$ cat config.mk
export PLATFORM = sky130hd
export DESIGN_NAME = byte_unpacker
export DESIGN_NICKNAME = d
export VERILOG_FILES = /design/src/rtl/unpk_pkg.sv /design/src/rtl/unpk_ctrl.sv /design/src/rtl/unpk_data.sv /design/src/rtl/byte_unpacker.sv
export SDC_FILE = /design/constraint.sdc
export NUM_CORES = 1
export LEC_CHECK = 0
export ABC_CLOCK_PERIOD_IN_PS = 3640
export BUFFER_PORTS_ARGS = -buffer_cell sky130_fd_sc_hd__buf_4
export CAP_MARGIN = 0
export CORE_ASPECT_RATIO = 0.8
export CORE_MARGIN = 2
export CORE_UTILIZATION = 61
export CTS_BUF_LIST = sky130_fd_sc_hd__clkbuf_2 sky130_fd_sc_hd__clkbuf_4 sky130_fd_sc_hd__clkbuf_8
export DETAILED_ROUTE_END_ITERATION = 8
export GPL_TIMING_DRIVEN = 0
export PLACE_DENSITY = 0.86
export SLEW_MARGIN = 20
export SYNTH_ARGS = -nofsm -noshare
export SYNTH_HDL_FRONTEND = slang
export SYNTH_SLANG_ARGS = --single-unit
$ cat constraint.sdc
create_clock -name clk -period 3.64 [get_ports clk]
set_clock_uncertainty 0.15 [all_clocks]
set_input_delay 0.182 -clock clk [delete_from_list [all_inputs] [get_ports clk]]
set_output_delay 0.182 -clock clk [all_outputs]
set_load 0.02 [all_outputs]
$ cat src/rtl/unpk_pkg.sv
`timescale 1ns/1ps
package unpk_pkg;
  localparam int ByteW     = 8;
  localparam int DictDepth = 128;
  localparam int EntryW    = 2 * ByteW;

  typedef struct packed {
    logic loadCnt;
    logic loadFill;
    logic decCnt;
    logic loadIdx;
    logic selFill;
    logic selLit;
    logic selDict;
    logic selSecond;
  } ctrlStrobes_t;

  // entry layout: [15:8] first byte, [7:0] second byte (pairs only)
  function automatic logic [EntryW-1:0] defaultEntry(int i, int singles);
    logic [ByteW-1:0] a, b;
    if (i < singles) begin
      a = ByteW'((i * 29 + 7) % 256);
      b = '0;
    end else begin
      a = ByteW'((i * 5) % 256);
      b = ByteW'(255 - i);
    end
    return {a, b};
  endfunction

  function automatic logic [DictDepth*EntryW-1:0] defaultDict(int singles);
    logic [DictDepth*EntryW-1:0] d;
    d = '0;
    for (int i = 0; i < DictDepth; i++) d[i*EntryW +: EntryW] = defaultEntry(i, singles);
    return d;
  endfunction
endpackage

$ cat src/rtl/unpk_ctrl.sv
`timescale 1ns/1ps
module unpk_ctrl
  import unpk_pkg::*;
(
  input  logic             clk,
  input  logic             rstN,
  input  logic             inValid,
  input  logic [ByteW-1:0] inData,
  input  logic             outReady,
  input  logic             cntIsOne,
  input  logic             isPair,
  output logic             inReady,
  output logic             outValid,
  output logic             done,
  output logic             err,
  output ctrlStrobes_t     strobes
);
  typedef enum logic [2:0] {S_FETCH, S_RUN, S_LIT, S_DICT1, S_DICT2, S_DONE} state_t;
  state_t state, nextState;
  logic errSet;
  logic [4:0] lenField;

  assign lenField = inData[4:0];

  always_comb begin
    nextState = state;
    strobes   = '0;
    inReady   = 1'b0;
    outValid  = 1'b0;
    errSet    = 1'b0;
    case (state)
      S_FETCH: begin
        inReady = 1'b1;
        if (inValid) begin
          if (inData[7]) begin
            if (inData[6:0] == '0) errSet = 1'b1;
            else begin
              strobes.loadIdx = 1'b1;
              nextState = S_DICT1;
            end
          end else begin
            case (inData[6:5])
              2'b00: if (inData == '0) nextState = S_DONE;
              2'b01, 2'b10: if (lenField != '0) begin
                strobes.loadCnt  = 1'b1;
                strobes.loadFill = 1'b1;
                nextState = S_RUN;
              end
              default: if (lenField != '0) begin
                strobes.loadCnt = 1'b1;
                nextState = S_LIT;
              end
            endcase
          end
        end
      end
      S_RUN: begin
        outValid        = 1'b1;
        strobes.selFill = 1'b1;
        if (outReady) begin
          strobes.decCnt = 1'b1;
          if (cntIsOne) nextState = S_FETCH;
        end
      end
      S_LIT: begin
        strobes.selLit = 1'b1;
        outValid = inValid;
        inReady  = outReady;
        if (inValid && outReady) begin
          strobes.decCnt = 1'b1;
          if (cntIsOne) nextState = S_FETCH;
        end
      end
      S_DICT1: begin
        outValid        = 1'b1;
        strobes.selDict = 1'b1;
        if (outReady) nextState = isPair ? S_DICT2 : S_FETCH;
      end
      S_DICT2: begin
        outValid          = 1'b1;
        strobes.selDict   = 1'b1;
        strobes.selSecond = 1'b1;
        if (outReady) nextState = S_FETCH;
      end
      default: nextState = S_DONE;
    endcase
  end

  always_ff @(posedge clk) begin
    if (!rstN) begin
      state <= S_FETCH;
      err   <= 1'b0;
    end else begin
      state <= nextState;
      if (errSet) err <= 1'b1;
    end
  end

  assign done = (state == S_DONE);
endmodule

$ cat src/rtl/unpk_data.sv
`timescale 1ns/1ps
module unpk_data
  import unpk_pkg::*;
#(
  parameter int SINGLES = 96,
  parameter logic [DictDepth*EntryW-1:0] DICT_INIT = defaultDict(96)
) (
  input  logic             clk,
  input  logic             rstN,
  input  logic [ByteW-1:0] inData,
  input  ctrlStrobes_t     strobes,
  output logic             cntIsOne,
  output logic             isPair,
  output logic [ByteW-1:0] outData
);
  localparam int CntW = 5;
  localparam int IdxW = $clog2(DictDepth);

  logic [CntW-1:0]   cnt;
  logic              fillOnes;
  logic [IdxW-1:0]   idx;
  logic [EntryW-1:0] entry;

  always_ff @(posedge clk) begin
    if (!rstN) begin
      cnt      <= '0;
      fillOnes <= 1'b0;
      idx      <= '0;
    end else begin
      if (strobes.loadCnt)     cnt <= inData[CntW-1:0];
      else if (strobes.decCnt) cnt <= cnt - 1'b1;
      if (strobes.loadFill) fillOnes <= inData[6];
      if (strobes.loadIdx)  idx <= inData[IdxW-1:0];
    end
  end

  assign entry    = DICT_INIT[int'(idx)*EntryW +: EntryW];
  assign isPair   = (int'(idx) >= SINGLES);
  assign cntIsOne = (cnt == CntW'(1));

  always_comb begin
    outData = '0;
    if (strobes.selFill)      outData = {ByteW{fillOnes}};
    else if (strobes.selLit)  outData = inData;
    else if (strobes.selDict) outData = strobes.selSecond ? entry[ByteW-1:0] : entry[EntryW-1:ByteW];
  end
endmodule

$ cat src/rtl/byte_unpacker.sv
`timescale 1ns/1ps
module byte_unpacker
  import unpk_pkg::*;
#(
  parameter int SINGLES = 96,
  parameter logic [DictDepth*EntryW-1:0] DICT_INIT = defaultDict(96)
) (
  input  logic       clk,
  input  logic       rstN,
  input  logic       inValid,
  input  logic [7:0] inData,
  output logic       inReady,
  output logic       outValid,
  output logic [7:0] outData,
  input  logic       outReady,
  output logic       done,
  output logic       err
);
  ctrlStrobes_t strobes;
  logic cntIsOne, isPair;

  unpk_ctrl u_ctrl (
    .clk(clk), .rstN(rstN), .inValid(inValid), .inData(inData), .outReady(outReady),
    .cntIsOne(cntIsOne), .isPair(isPair), .inReady(inReady), .outValid(outValid),
    .done(done), .err(err), .strobes(strobes)
  );

  unpk_data #(.SINGLES(SINGLES), .DICT_INIT(DICT_INIT)) u_data (
    .clk(clk), .rstN(rstN), .inData(inData), .strobes(strobes),
    .cntIsOne(cntIsOne), .isPair(isPair), .outData(outData)
  );
endmodule

==> results of run 1 <==
[metrics by stage]
stage | setup slack, ns | std cells | hold WS [ns] | total power [mW]
floorplan | 0.919 | 304 | 0.177 | 0.585
global placement | 0.351 | 368 | 0.325 | 0.706
detailed placement | 0.342 | 368 | 0.330 | 0.720
CTS | 0.0497 | 372 | 0.0557 | 0.866
global route | 0.0610 | 372 | 0.0694 | 0.933
finish | 0.162 | 372 | 0.0592 | 0.883
[registers in the layout (all words and copies together) (netlist names)]
| name | cells |
|---|---|
| u_data.idx | 7 |
| u_ctrl.err | 1 |
| u_data.fillOnes | 1 |
| u_ctrl.state | 3 |
| u_data.cnt | 5 |
[synthesized netlist by cell type (all sizes together) (2+ instances only)]
| library cell | n |
|---|---|
| nand2b | 11 |
| and3b | 3 |
| or4 | 2 |
| o22ai | 4 |
| ha | 16 |
| a21boi | 10 |
| nand2 | 21 |
| buf | 7 |
| nor2 | 19 |
| or3b | 2 |
| dfxtp | 17 |
| nand4 | 4 |
| nor3 | 10 |
| nor3b | 2 |
| o21a | 3 |
| a221o | 2 |
| a31oi | 7 |
| or3 | 3 |
| nand3 | 6 |
| mux2i | 2 |
| nand3b | 3 |
| nor2b | 12 |
| clkbuf | 21 |
| o211ai | 4 |
| xor2 | 3 |
| o2111ai | 3 |
| a21oi | 31 |
| a221oi | 4 |
| a222oi | 2 |
| a211oi | 8 |
| o21ai | 28 |
| a2111oi | 2 |
| inv | 11 |
| and2 | 4 |
| o221ai | 2 |
[timing repair]
item,4_1_cts,5_1_grt
gates resized for setup,0,2
buffers inserted,0,0
setup endpoints to repair,0,2
endpoints found under the hold margin,0,0
[power groups by stage]
stage | Clock (mW) | Combinational [mW] | Sequential, mW
4_1_cts | 0.148 | 0.479 | 0.239
6_report | 0.149 | 0.493 | 0.241
5_1_grt | 0.154 | 0.534 | 0.245
3_5_place_dp | 0 | 0.477 | 0.244
2_1_floorplan | 0 | 0.349 | 0.235
3_3_place_gp | 0 | 0.465 | 0.242
[final cells by class]
| class | instances | area share, % |
|---|---|---|
| plain buffers | 28 | 6.07 |
| flip-flops and latches | 17 | 14.1 |
| well taps | 42 | 2.18 |
| repair buffers | 22 | 6.85 |
| multi-input cells | 248 | 67.2 |
| clock inverters | 1 | 0.207 |
| inverters | 11 | 1.71 |
| clock buffers | 3 | 1.71 |
[logic make-up after synthesis]
group	after synthesis	share of synthesized area, %
AO/OA/AOI/OAI	118	35.6
XOR/XNOR	4	1.63
adder cells (fa/ha/maj)	16	9.32
buffers and inverters	39	8.68
flip-flops	17	15.9
multiplexers	3	1.46
AND/OR/NAND/NOR	107	27.4
[critical path, stage by stage (launching register included)]
cell and delay (ns):
dfxtp_1 0.41, clkbuf_2 0.28, inv_1 0.23, ha_1 0.41, clkbuf_1 0.41, nand2_1 0.11, a221o_1 0.34, nand4_1 0.10
or3b_2 0.44, buf_4 0.17
[final timing paths]
path,slack [ns],depth (start not counted),end
worst max-delay path,0.16,9,outData[3]
worst min-delay path,0.06,3,u_data.idx[0]$_SDFFE_PN0P_
worst max register to register,1.41,6,u_data.idx[4]$_SDFFE_PN0P_
worst min register to register,0.38,2,u_ctrl.err$_SDFFE_PN0P_
[layer usage]
metal  vias to the layer above  global-route usage (%)  wire length, µm
li1                       1181                       -                -
met1                      1165                    48.5             2830
met2                       197                    48.0             2760
met3                        26                    5.65              795
met4                         0                    7.97              139
met5                         -                       0                0
==> flow_metrics.env, run 1 <==
export IMPL_status="complete, no violations"
export IMPL_power_density_nw_per_um2=366
export IMPL_cp_required_ns=3.31
export IMPL_critical_path_endpoint_type="output pin"
export IMPL_dr_pass1_iters=8
export IMPL_syn_avg_cell_area_um2=7.06
export IMPL_synthArstFlopShare_pct=0
export IMPL_ir_drop_mv=0.301
export IMPL_globalplace_congestion=0.956
export IMPL_cp_max_fo=10
export IMPL_io_pin_count=24
export IMPL_via_per_inst=6.91
export IMPL_ctsLongestPathBuffers=2
export IMPL_p_comb_share_pct=55.8
export IMPL_worst_setup_path_start_kind="flop"
export IMPL_die_h_um=57.1
export IMPL_hp_start="inData[0]"
export IMPL_n_antenna_cell=0
export IMPL_synth_area_top_cells="dfxtp_1, ha_1, a21oi_1"
export IMPL_synth_top_area_share_pct=15.9
export IMPL_rows=19
export IMPL_swShare_pct=45.0
export IMPL_cts_buffers=3
export IMPL_first_iter_violations=444
export IMPL_ys_warn_count=0
export IMPL_antenna_left=0
export IMPL_die_w_um=70.3
export IMPL_synthFlopType="dfxtp_1"
export IMPL_dp_hpwl_um=4640
export IMPL_clk_pin_slew_worst_paths_ns=0.07
export IMPL_drive_above_1_share_pct=13.0
export IMPL_slew_headroom_pct=59.4
export IMPL_core_um2=3400
export IMPL_clk_latency_ns=0.26
export IMPL_crit_start="u_data.idx[1]$_SDFFE_PN0P_"
export IMPL_final_common_cell="a21oi_1"
export IMPL_p_sw_uw=397
export IMPL_max_freq_mhz=288
export IMPL_dieArea_um2=4010
export IMPL_fin_util_pct=71.0
export IMPL_finalSetupTns_ns=0
export IMPL_design_area_um2=2410
export IMPL_hp_class="input pin to flop"
export IMPL_hold_viol_final=0
export IMPL_fillers=284
export IMPL_synth_seq_cells=17
export IMPL_synth_edf_count=0
export IMPL_ctsHoldBuffers=0
export IMPL_io_buffers=22
export IMPL_cts_sinks=17
export IMPL_vias=2569
export IMPL_drc=0
export IMPL_yosysSeqAreaShare_pct=15.9
export IMPL_wl_per_cell_um=17.5
export IMPL_grt_pass1_vias=2149
export IMPL_htree_levels=1
export IMPL_crit_arrival_ns=3.15
export IMPL_grt_max_degree=11
export IMPL_gr_usage_all_layers_pct=32.3
export IMPL_finalCritPeriodShare_pct=95.6
export IMPL_fin_crit_ns=3.48
export IMPL_place_area_um2=2360
export IMPL_yosys_area_top_type="dfxtp_1"
export IMPL_p_int_uw=485
export IMPL_cts_tree="done"
export IMPL_register_area_um2=340
export IMPL_r2r_start="u_ctrl.state[0]$_SDFFE_PN0P_"
export IMPL_wl_um=6530
export IMPL_cellLeakagePower_nw=0.885
export IMPL_synthCells=304
export IMPL_final_nets=359
export IMPL_multiInputGateArea_um2=1620
export IMPL_gr_total_overflow=0
export IMPL_syn_nets=332
export IMPL_layout_common_cells="a21oi_1, o21ai_0, buf_4"
export IMPL_finalSetupViolCount=0
export IMPL_path_class="flop to output pin"
export IMPL_clkPwrFrac_pct=16.8
export IMPL_antenna_found_initial=0
export IMPL_rsz0062_at_grt="false"
export IMPL_root_buffer="clkbuf_8"
export IMPL_maxSlewViolCount=0
export IMPL_seq_power_share_pct=27.3
export IMPL_synth_distinct_cells=57
export IMPL_start_util_pct=63.2
export IMPL_synthesis_area_um2=2150
export IMPL_worst_pin_slew_ns=0.609
export IMPL_cap_viol_max_count=0
export IMPL_grt_pass1_wl_um=10600
export IMPL_area_growth_pct=12.4
Power figures use the tool's default switching activity.
==> run 2, diff against run 1 <==
--- a/config.mk
+++ b/config.mk
@@ -5,7 +5,7 @@
 export SDC_FILE = /design/constraint.sdc
 export NUM_CORES = 1
 export LEC_CHECK = 0
-export ABC_CLOCK_PERIOD_IN_PS = 3640
+export ABC_CLOCK_PERIOD_IN_PS = 3200
 export BUFFER_PORTS_ARGS = -buffer_cell sky130_fd_sc_hd__buf_4
 export CAP_MARGIN = 0
 export CORE_ASPECT_RATIO = 0.8
@@ -14,7 +14,9 @@
 export CTS_BUF_LIST = sky130_fd_sc_hd__clkbuf_2 sky130_fd_sc_hd__clkbuf_4 sky130_fd_sc_hd__clkbuf_8
 export DETAILED_ROUTE_END_ITERATION = 8
 export GPL_TIMING_DRIVEN = 0
+export HOLD_SLACK_MARGIN = 0.1
 export PLACE_DENSITY = 0.86
+export SKIP_LAST_GASP = 1
 export SLEW_MARGIN = 20
 export SYNTH_ARGS = -nofsm -noshare
 export SYNTH_HDL_FRONTEND = slang
==> constraint.sdc (replaced) <==
create_clock -name clk -period 3.2 [get_ports clk]
set_clock_uncertainty 0.15 [all_clocks]
set_input_delay 0.16 -clock clk [delete_from_list [all_inputs] [get_ports clk]]
set_output_delay 0.16 -clock clk [all_outputs]
set_load 0.02 [all_outputs]
==> run 2 against run 1 <==
Critical path depth did not move. Core utilization rose by 4.5 points. First-iteration DRC count rose by 17%. Die area did not move. Worst hold slack improved by 0.091 ns. Via count rose by 1.6%. Flip-flop and latch count did not move. Non-clock buffer count rose by 15. Largest power group unchanged. Clock power rose by 13%. Sequential share of layout area fell by 0.84 points. Power rose by 16%.
==> flow_metrics.env, run 2 (synthesized netlist as in run 1, its figures left out) <==
export IMPL_crit_end="outData[3]"
export IMPL_via_per_inst=6.74
export IMPL_seq_power_share_pct=26.7
export IMPL_drive_above_1_share_pct=13.9
export IMPL_ir_drop_mv=0.364
export IMPL_top_register="u_data.idx"
export IMPL_slew_headroom_pct=58.4
export IMPL_root_buffer="clkbuf_8"
export IMPL_final_common_cell="a21oi_1"
export IMPL_gr_usage_all_layers_pct=33.1
export IMPL_maxSlewViolCount=0
export IMPL_crit_family="buffers and inverters"
export IMPL_crit_arrival_ns=2.81
export IMPL_max_freq_mhz=321
export IMPL_status="complete, no violations"
export IMPL_die_h_um=57.1
export IMPL_first_iter_violations=520
export IMPL_max_stage_delay_ns=0.44
export IMPL_register_area_um2=340
export IMPL_clkPwrFrac_pct=16.5
export IMPL_worstPathCellList="buf_4 > clkinvlp_4 > ha_1 > clkbuf_4 > nand2_1 > a221o_1 > nand4_1 > or3b_2 > buf_4"
export IMPL_drc=0
export IMPL_swShare_pct=44.6
export IMPL_worst_pin_slew_ns=0.625
export IMPL_cts_buffers=3
export IMPL_cts_tree="done"
export IMPL_start_util_pct=63.2
export IMPL_cap_viol_max_count=0
export IMPL_rows=19
export IMPL_hold_viol_final=0
export IMPL_io_pin_count=24
export IMPL_crit_cells=9
export IMPL_layout_common_cells="a21oi_1, o21ai_0, buf_4"
export IMPL_io_buffers=22
export IMPL_reg2reg_slack_ns=0.43
export IMPL_critical_path_endpoint_type="output pin"
export IMPL_reg2reg_depth=7
export IMPL_antenna_left=0
export IMPL_multiInputGateArea_um2=1620
export IMPL_crit_path_frequent_cell="buf_4"
export IMPL_fin_crit_ns=3.12
export IMPL_gr_total_overflow=0
export IMPL_htree_levels=1
export IMPL_largestRegisters="u_data.idx: 7 flops, u_data.cnt: 5 flops, u_ctrl.state: 3 flops"
export IMPL_worstReg2RegEnd="u_data.idx[0]$_SDFFE_PN0P_"
export IMPL_largest_reg_flops=7
export IMPL_p_sw_uw=458
export IMPL_worst_setup_path_start_kind="flop"
export IMPL_n_antenna_cell=0
export IMPL_p_int_uw=570
export IMPL_wl_um=6700
export IMPL_final_nets=374
export IMPL_die_w_um=70.3
export IMPL_grt_pass1_wl_um=10900
export IMPL_r2r_start="u_ctrl.state[0]$_SDFFE_PN0P_"
export IMPL_globalplace_congestion=0.956
export IMPL_cts_sinks=17
export IMPL_dieArea_um2=4010
export IMPL_worst_path_buf_inv=4
export IMPL_grt_max_degree=11
export IMPL_core_um2=3400
export IMPL_cp_max_fo=10
export IMPL_dr_pass1_iters=5
export IMPL_finalSetupViolCount=0
export IMPL_finalSetupTns_ns=0
export IMPL_clk_pin_slew_worst_paths_ns=0.07
export IMPL_area_growth_pct=19.5
export IMPL_crit_start="u_data.idx[1]$_SDFFE_PN0P_"
export IMPL_stdcell_count=387
export IMPL_hp_class="input pin to flop"
export IMPL_fillers=251
export IMPL_clk_latency_ns=0.26
export IMPL_path_class="flop to output pin"
export IMPL_place_inst=368
export IMPL_cellLeakagePower_nw=0.961
export IMPL_cp_slowest_cell="or3b_2"
export IMPL_vias=2609
export IMPL_grt_pass1_vias=2253
export IMPL_dp_hpwl_um=4640
export IMPL_cp_required_ns=2.89
export IMPL_p_comb_share_pct=56.9
export IMPL_ctsLongestPathBuffers=2
export IMPL_power_density_nw_per_um2=401
export IMPL_finalCritPeriodShare_pct=97.5
export IMPL_antenna_found_initial=0
export IMPL_wl_per_cell_um=17.3
==> run 2: cell types whose count changed in the layout (fill, tap and decap cells not counted), sizes merged <==
| cell | delta |
|---|---|
| dlygate4sd3 | +12 |
| inv | -1 |
| clkbuf | -1 |
| clkinvlp | +1 |
| buf | +4 |
==> run 2: power groups by stage <==
| stage | logic (mW) | registers (mW) | clock network [mW] |
|---|---|---|---|
| final | 0.584 | 0.274 | 0.169 |
| after global routing | 0.631 | 0.278 | 0.176 |
| after CTS | 0.559 | 0.272 | 0.168 |
| after detailed placement | 0.542 | 0.277 | 0 |
| after global placement | 0.529 | 0.275 | 0 |
| after floorplan | 0.397 | 0.268 | 0 |
==> run 2: through the flow <==
stage          hold slack, ns  instance area, µm²  setup slack [ns]  utilization, %  total power, mW
2_1_floorplan           0.155                2150             0.501               -            0.665
3_3_place_gp            0.303                2360           -0.0670            69.6            0.804
3_5_place_dp            0.308                2360           -0.0758            69.6            0.820
4_1_cts                 0.141                2530            0.0182            74.5            0.999
5_1_grt                 0.176                2560          -0.00411            75.5             1.09
6_report                0.151                2560            0.0807            75.5             1.03
==> run 2: worst min-delay path, delay by kind of cell <==
kind | cells | cell delay [ns]
compound gates | 2 | 0.23
buf+inv | 1 | 0.14
==> run 2: what timing repair did <==
item	CTS	global route
resized for setup	2	6
hold buffers	12	0
endpoints found under the hold margin	11	0
setup buffers	0	3
setup endpoints to repair	3	4
==> run 2: how the worst min path moves through the flow <==
stage	startpoint	endpoint	slack, ns	cells after the start
2_1_floorplan	inData[0]	u_data.idx[0]$_SDFFE_PN0P_	0.15	2
3_3_place_gp	inData[0]	u_data.idx[0]$_SDFFE_PN0P_	0.30	3
3_5_place_dp	inData[0]	u_data.idx[0]$_SDFFE_PN0P_	0.31	3
4_1_cts	outReady	u_ctrl.state[2]$_SDFFE_PN0P_	0.14	3
5_1_grt	outReady	u_ctrl.state[2]$_SDFFE_PN0P_	0.18	3
6_report	outReady	u_ctrl.state[2]$_SDFFE_PN0P_	0.15	3
==> run 2: final cells by class <==
cell class | instances | share of cell area, %
flip-flops and latches | 17 | 13.3
well taps | 42 | 2.05
inverters | 11 | 1.76
multi-input cells | 248 | 63.2
plain buffers | 28 | 5.95
clock inverters | 1 | 0.195
repair buffers | 37 | 12.0
clock buffers | 3 | 1.61
==> run 2: layer usage <==
metal	up-vias	track usage, %	share of wire, %
met5	-	0	0
met4	0	8.52	2.5
met3	27	5.12	12
met2	184	50.5	43
met1	1189	48.9	43
li1	1209	-	-
==> run 3, diff against run 2 <==
--- a/config.mk
+++ b/config.mk
@@ -5,6 +5,7 @@
 export SDC_FILE = /design/constraint.sdc
 export NUM_CORES = 1
 export LEC_CHECK = 0
+export ABC_AREA = 1
 export ABC_CLOCK_PERIOD_IN_PS = 3200
 export BUFFER_PORTS_ARGS = -buffer_cell sky130_fd_sc_hd__buf_4
 export CAP_MARGIN = 0
==> run 3 against run 2 <==
Core utilization about the same. Fmax rose by 12%. Power grew 54%. Global-route usage increased by 0.66 points. Die area shrank 7.3%. Non-clock buffer count fell by 24. First-iteration DRC count is 53% lower. Critical path type unchanged. Largest cell class unchanged.
==> flow_metrics.env, run 3 <==
export IMPL_status="complete, no violations"
export IMPL_area_growth_pct=17.6
export IMPL_wl_um=5830
export IMPL_register_area_um2=340
export IMPL_fillers=248
export IMPL_first_iter_violations=247
export IMPL_synth_distinct_cells=34
export IMPL_max_freq_mhz=358
export IMPL_io_pin_count=24
export IMPL_wl_met2_um=2540
export IMPL_synth_seq_cells=17
export IMPL_wl_per_cell_um=14.3
export IMPL_cts_sinks=17
export IMPL_cts_tree="done"
export IMPL_yosys_area_top_type="dfxtp_1"
export IMPL_synthesis_area_um2=1980
export IMPL_antenna_found_initial=0
export IMPL_synth_top_area_share_pct=17.2
export IMPL_clk_pin_slew_worst_paths_ns=0.07
export IMPL_largest_reg_flops=7
export IMPL_syn_avg_cell_area_um2=5.98
export IMPL_multiInputGateArea_um2=1430
export IMPL_path_class="flop to output pin"
export IMPL_crit_arrival_ns=2.48
export IMPL_drive_above_1_share_pct=16.7
export IMPL_dr_pass1_iters=6
export IMPL_grt_max_degree=12
export IMPL_ir_drop_mv=0.545
export IMPL_cp_max_fo=11
export IMPL_synthArstFlopShare_pct=0
export IMPL_finalSetupTns_ns=0
export IMPL_vias=2417
export IMPL_synth_area_top_cells="dfxtp_1, nand2_1, nand3_1"
export IMPL_synthFlopType="dfxtp_1"
export IMPL_n_antenna_cell=0
export IMPL_antenna_left=0
export IMPL_maxUsedRoutingLayer="met4"
export IMPL_hp_class="input pin to flop"
export IMPL_start_util_pct=64.2
export IMPL_slew_headroom_pct=68.7
export IMPL_maxSlewViolCount=0
export IMPL_cp_required_ns=2.89
export IMPL_via_per_inst=5.95
export IMPL_largestRegisters="u_data.idx: 7 flops, u_data.cnt: 5 flops, u_ctrl.state: 3 flops"
export IMPL_finalSetupViolCount=0
export IMPL_io_buffers=23
export IMPL_fin_crit_ns=2.79
export IMPL_ctsLongestPathBuffers=2
export IMPL_clk_latency_ns=0.26
export IMPL_cap_viol_max_count=0
export IMPL_holdPathStages=3
export IMPL_finalCritPeriodShare_pct=87.3
export IMPL_synth_edf_count=0
export IMPL_final_common_cell="nand2_1"
export IMPL_wirelength_met1_um=2560
export IMPL_die_w_um=67.7
export IMPL_syn_nets=359
export IMPL_synth_most_common_cell="nand2_1"
export IMPL_drc=0
export IMPL_rsz0062_at_grt="false"
export IMPL_dp_hpwl_um=4490
export IMPL_wl_met3_um=694
export IMPL_gr_usage_all_layers_pct=33.8
export IMPL_reg2reg_depth=8
export IMPL_grt_pass1_wl_um=9360
export IMPL_synthCells=331
export IMPL_grt_pass1_vias=2034
export IMPL_die_h_um=55.0
export IMPL_hold_viol_final=0
export IMPL_power_mw=1.58
export IMPL_core_um2=3090
export IMPL_dieArea_um2=3720
export IMPL_rows=18
export IMPL_root_buffer="clkbuf_8"
export IMPL_cts_setup_buffers=0
export IMPL_cts_buffers=3
export IMPL_final_nets=395
export IMPL_layout_common_cells="nand2_1, nand3_1, inv_1"
export IMPL_worst_setup_path_start_kind="flop"
export IMPL_power_density_nw_per_um2=680
export IMPL_yosysSeqAreaShare_pct=17.2
export IMPL_cellLeakagePower_nw=1.18
export IMPL_synth_common_cells="nand2_1, nand3_1, inv_1, a21oi_1, o21ai_0"
export IMPL_globalplace_congestion=0.998
export IMPL_htree_levels=1
export IMPL_gr_total_overflow=0
export IMPL_ys_warn_count=0
export IMPL_worst_pin_slew_ns=0.469
export IMPL_top_register="u_data.idx"
export IMPL_critical_path_endpoint_type="output pin"
[run 3: cell types whose count changed after synthesis, sizes merged, moves of 4 or more]
cell,delta
nand3,+45
and2,-4
nor3,-6
clkbuf,-19
a21boi,-10
nand2b,-11
a211oi,-6
inv,+31
a221oi,-4
nor2b,-12
nand2,+71
a21oi,-5
o211ai,+5
[run 3: cells by family after synthesis]
family                   count (synthesis)  share of synthesized area (%)
AND/OR/NAND/NOR                        170                           39.4
AO/OA/AOI/OAI                           72                           21.1
buffers and inverters                   53                           10.8
flip-flops                              17                           17.2
adder cells (fa/ha/maj)                 16                           10.1
XOR/XNOR                                 3                           1.33
[run 3: power by group]
part / switching (mW) / total, mW / internal [mW]
logic: 0.693 / 1.08 / 0.392
clock network: 0.0841 / 0.171 / 0.0868
registers: 0.0655 / 0.328 / 0.263
total: 0.843 / 1.58 / 0.741
[run 3: routing by layer]
metal / GRT usage (%) / up-vias
met5: 0 / -
met4: 3.74 / 0
met3: 9.51 / 7
met2: 52.0 / 127
met1: 48.3 / 1104
li1: - / 1179
[run 3: cell type report]
class                           instances  area share [%]
Sequential cell                        17            14.6
Clock inverter                          1           0.215
Clock buffer                            3            1.77
Timing Repair Buffer                   31            10.9
Tap cell                               40            2.15
Multi-Input combinational cell        261            61.2
Inverter                               43            6.93
Buffer                                 10            2.26
[run 3: worst max-delay path, cell delays in order (launching register included)]
cell	delay, ns
dfxtp_1	0.52
inv_1	0.29
ha_1	0.42
inv_1	0.13
nand2_1	0.11
nand2_1	0.09
nand2_1	0.05
nand4_1	0.10
nand3_1	0.08
nand2_1	0.06
nand2_1	0.06
nand2_1	0.07
nand3_1	0.06
buf_4	0.17
[run 3: metrics by stage]
stage	area, µm²	worst slack [ns]	util, %	std cells	hold WS [ns]
after floorplan	1980	1.24	-	331	0.153
after detailed placement	2200	0.804	71.4	394	0.310
after CTS	2330	0.509	75.5	406	0.102
after global placement	2200	0.812	71.4	394	0.294
final	2330	0.408	75.5	406	0.0974
after global routing	2330	0.198	75.5	406	0.109
[run 3: path summary, 6_finish.rpt]
| kind | start | endpoint | slack [ns] |
|---|---|---|---|
| setup / recovery | u_data.idx[1]$_SDFFE_PN0P_ | outData[5] | 0.41 |
| hold / removal | rstN | u_data.cnt[2]$_SDFFE_PN0P_ | 0.1 |
| setup reg to reg | u_ctrl.state[2]$_SDFFE_PN0P_ | u_data.cnt[0]$_SDFFE_PN0P_ | 1.50 |
| hold reg to reg | u_ctrl.err$_SDFFE_PN0P_ | u_ctrl.err$_SDFFE_PN0P_ | 0.33 |
[run 3: timing repair]
action / 4_1_cts / 5_1_grt
hold buffers: 8 / 0
hold endpoints to repair: 9 / 0
gates resized for setup: 0 / 0
endpoints found under the setup margin: 0 / 0
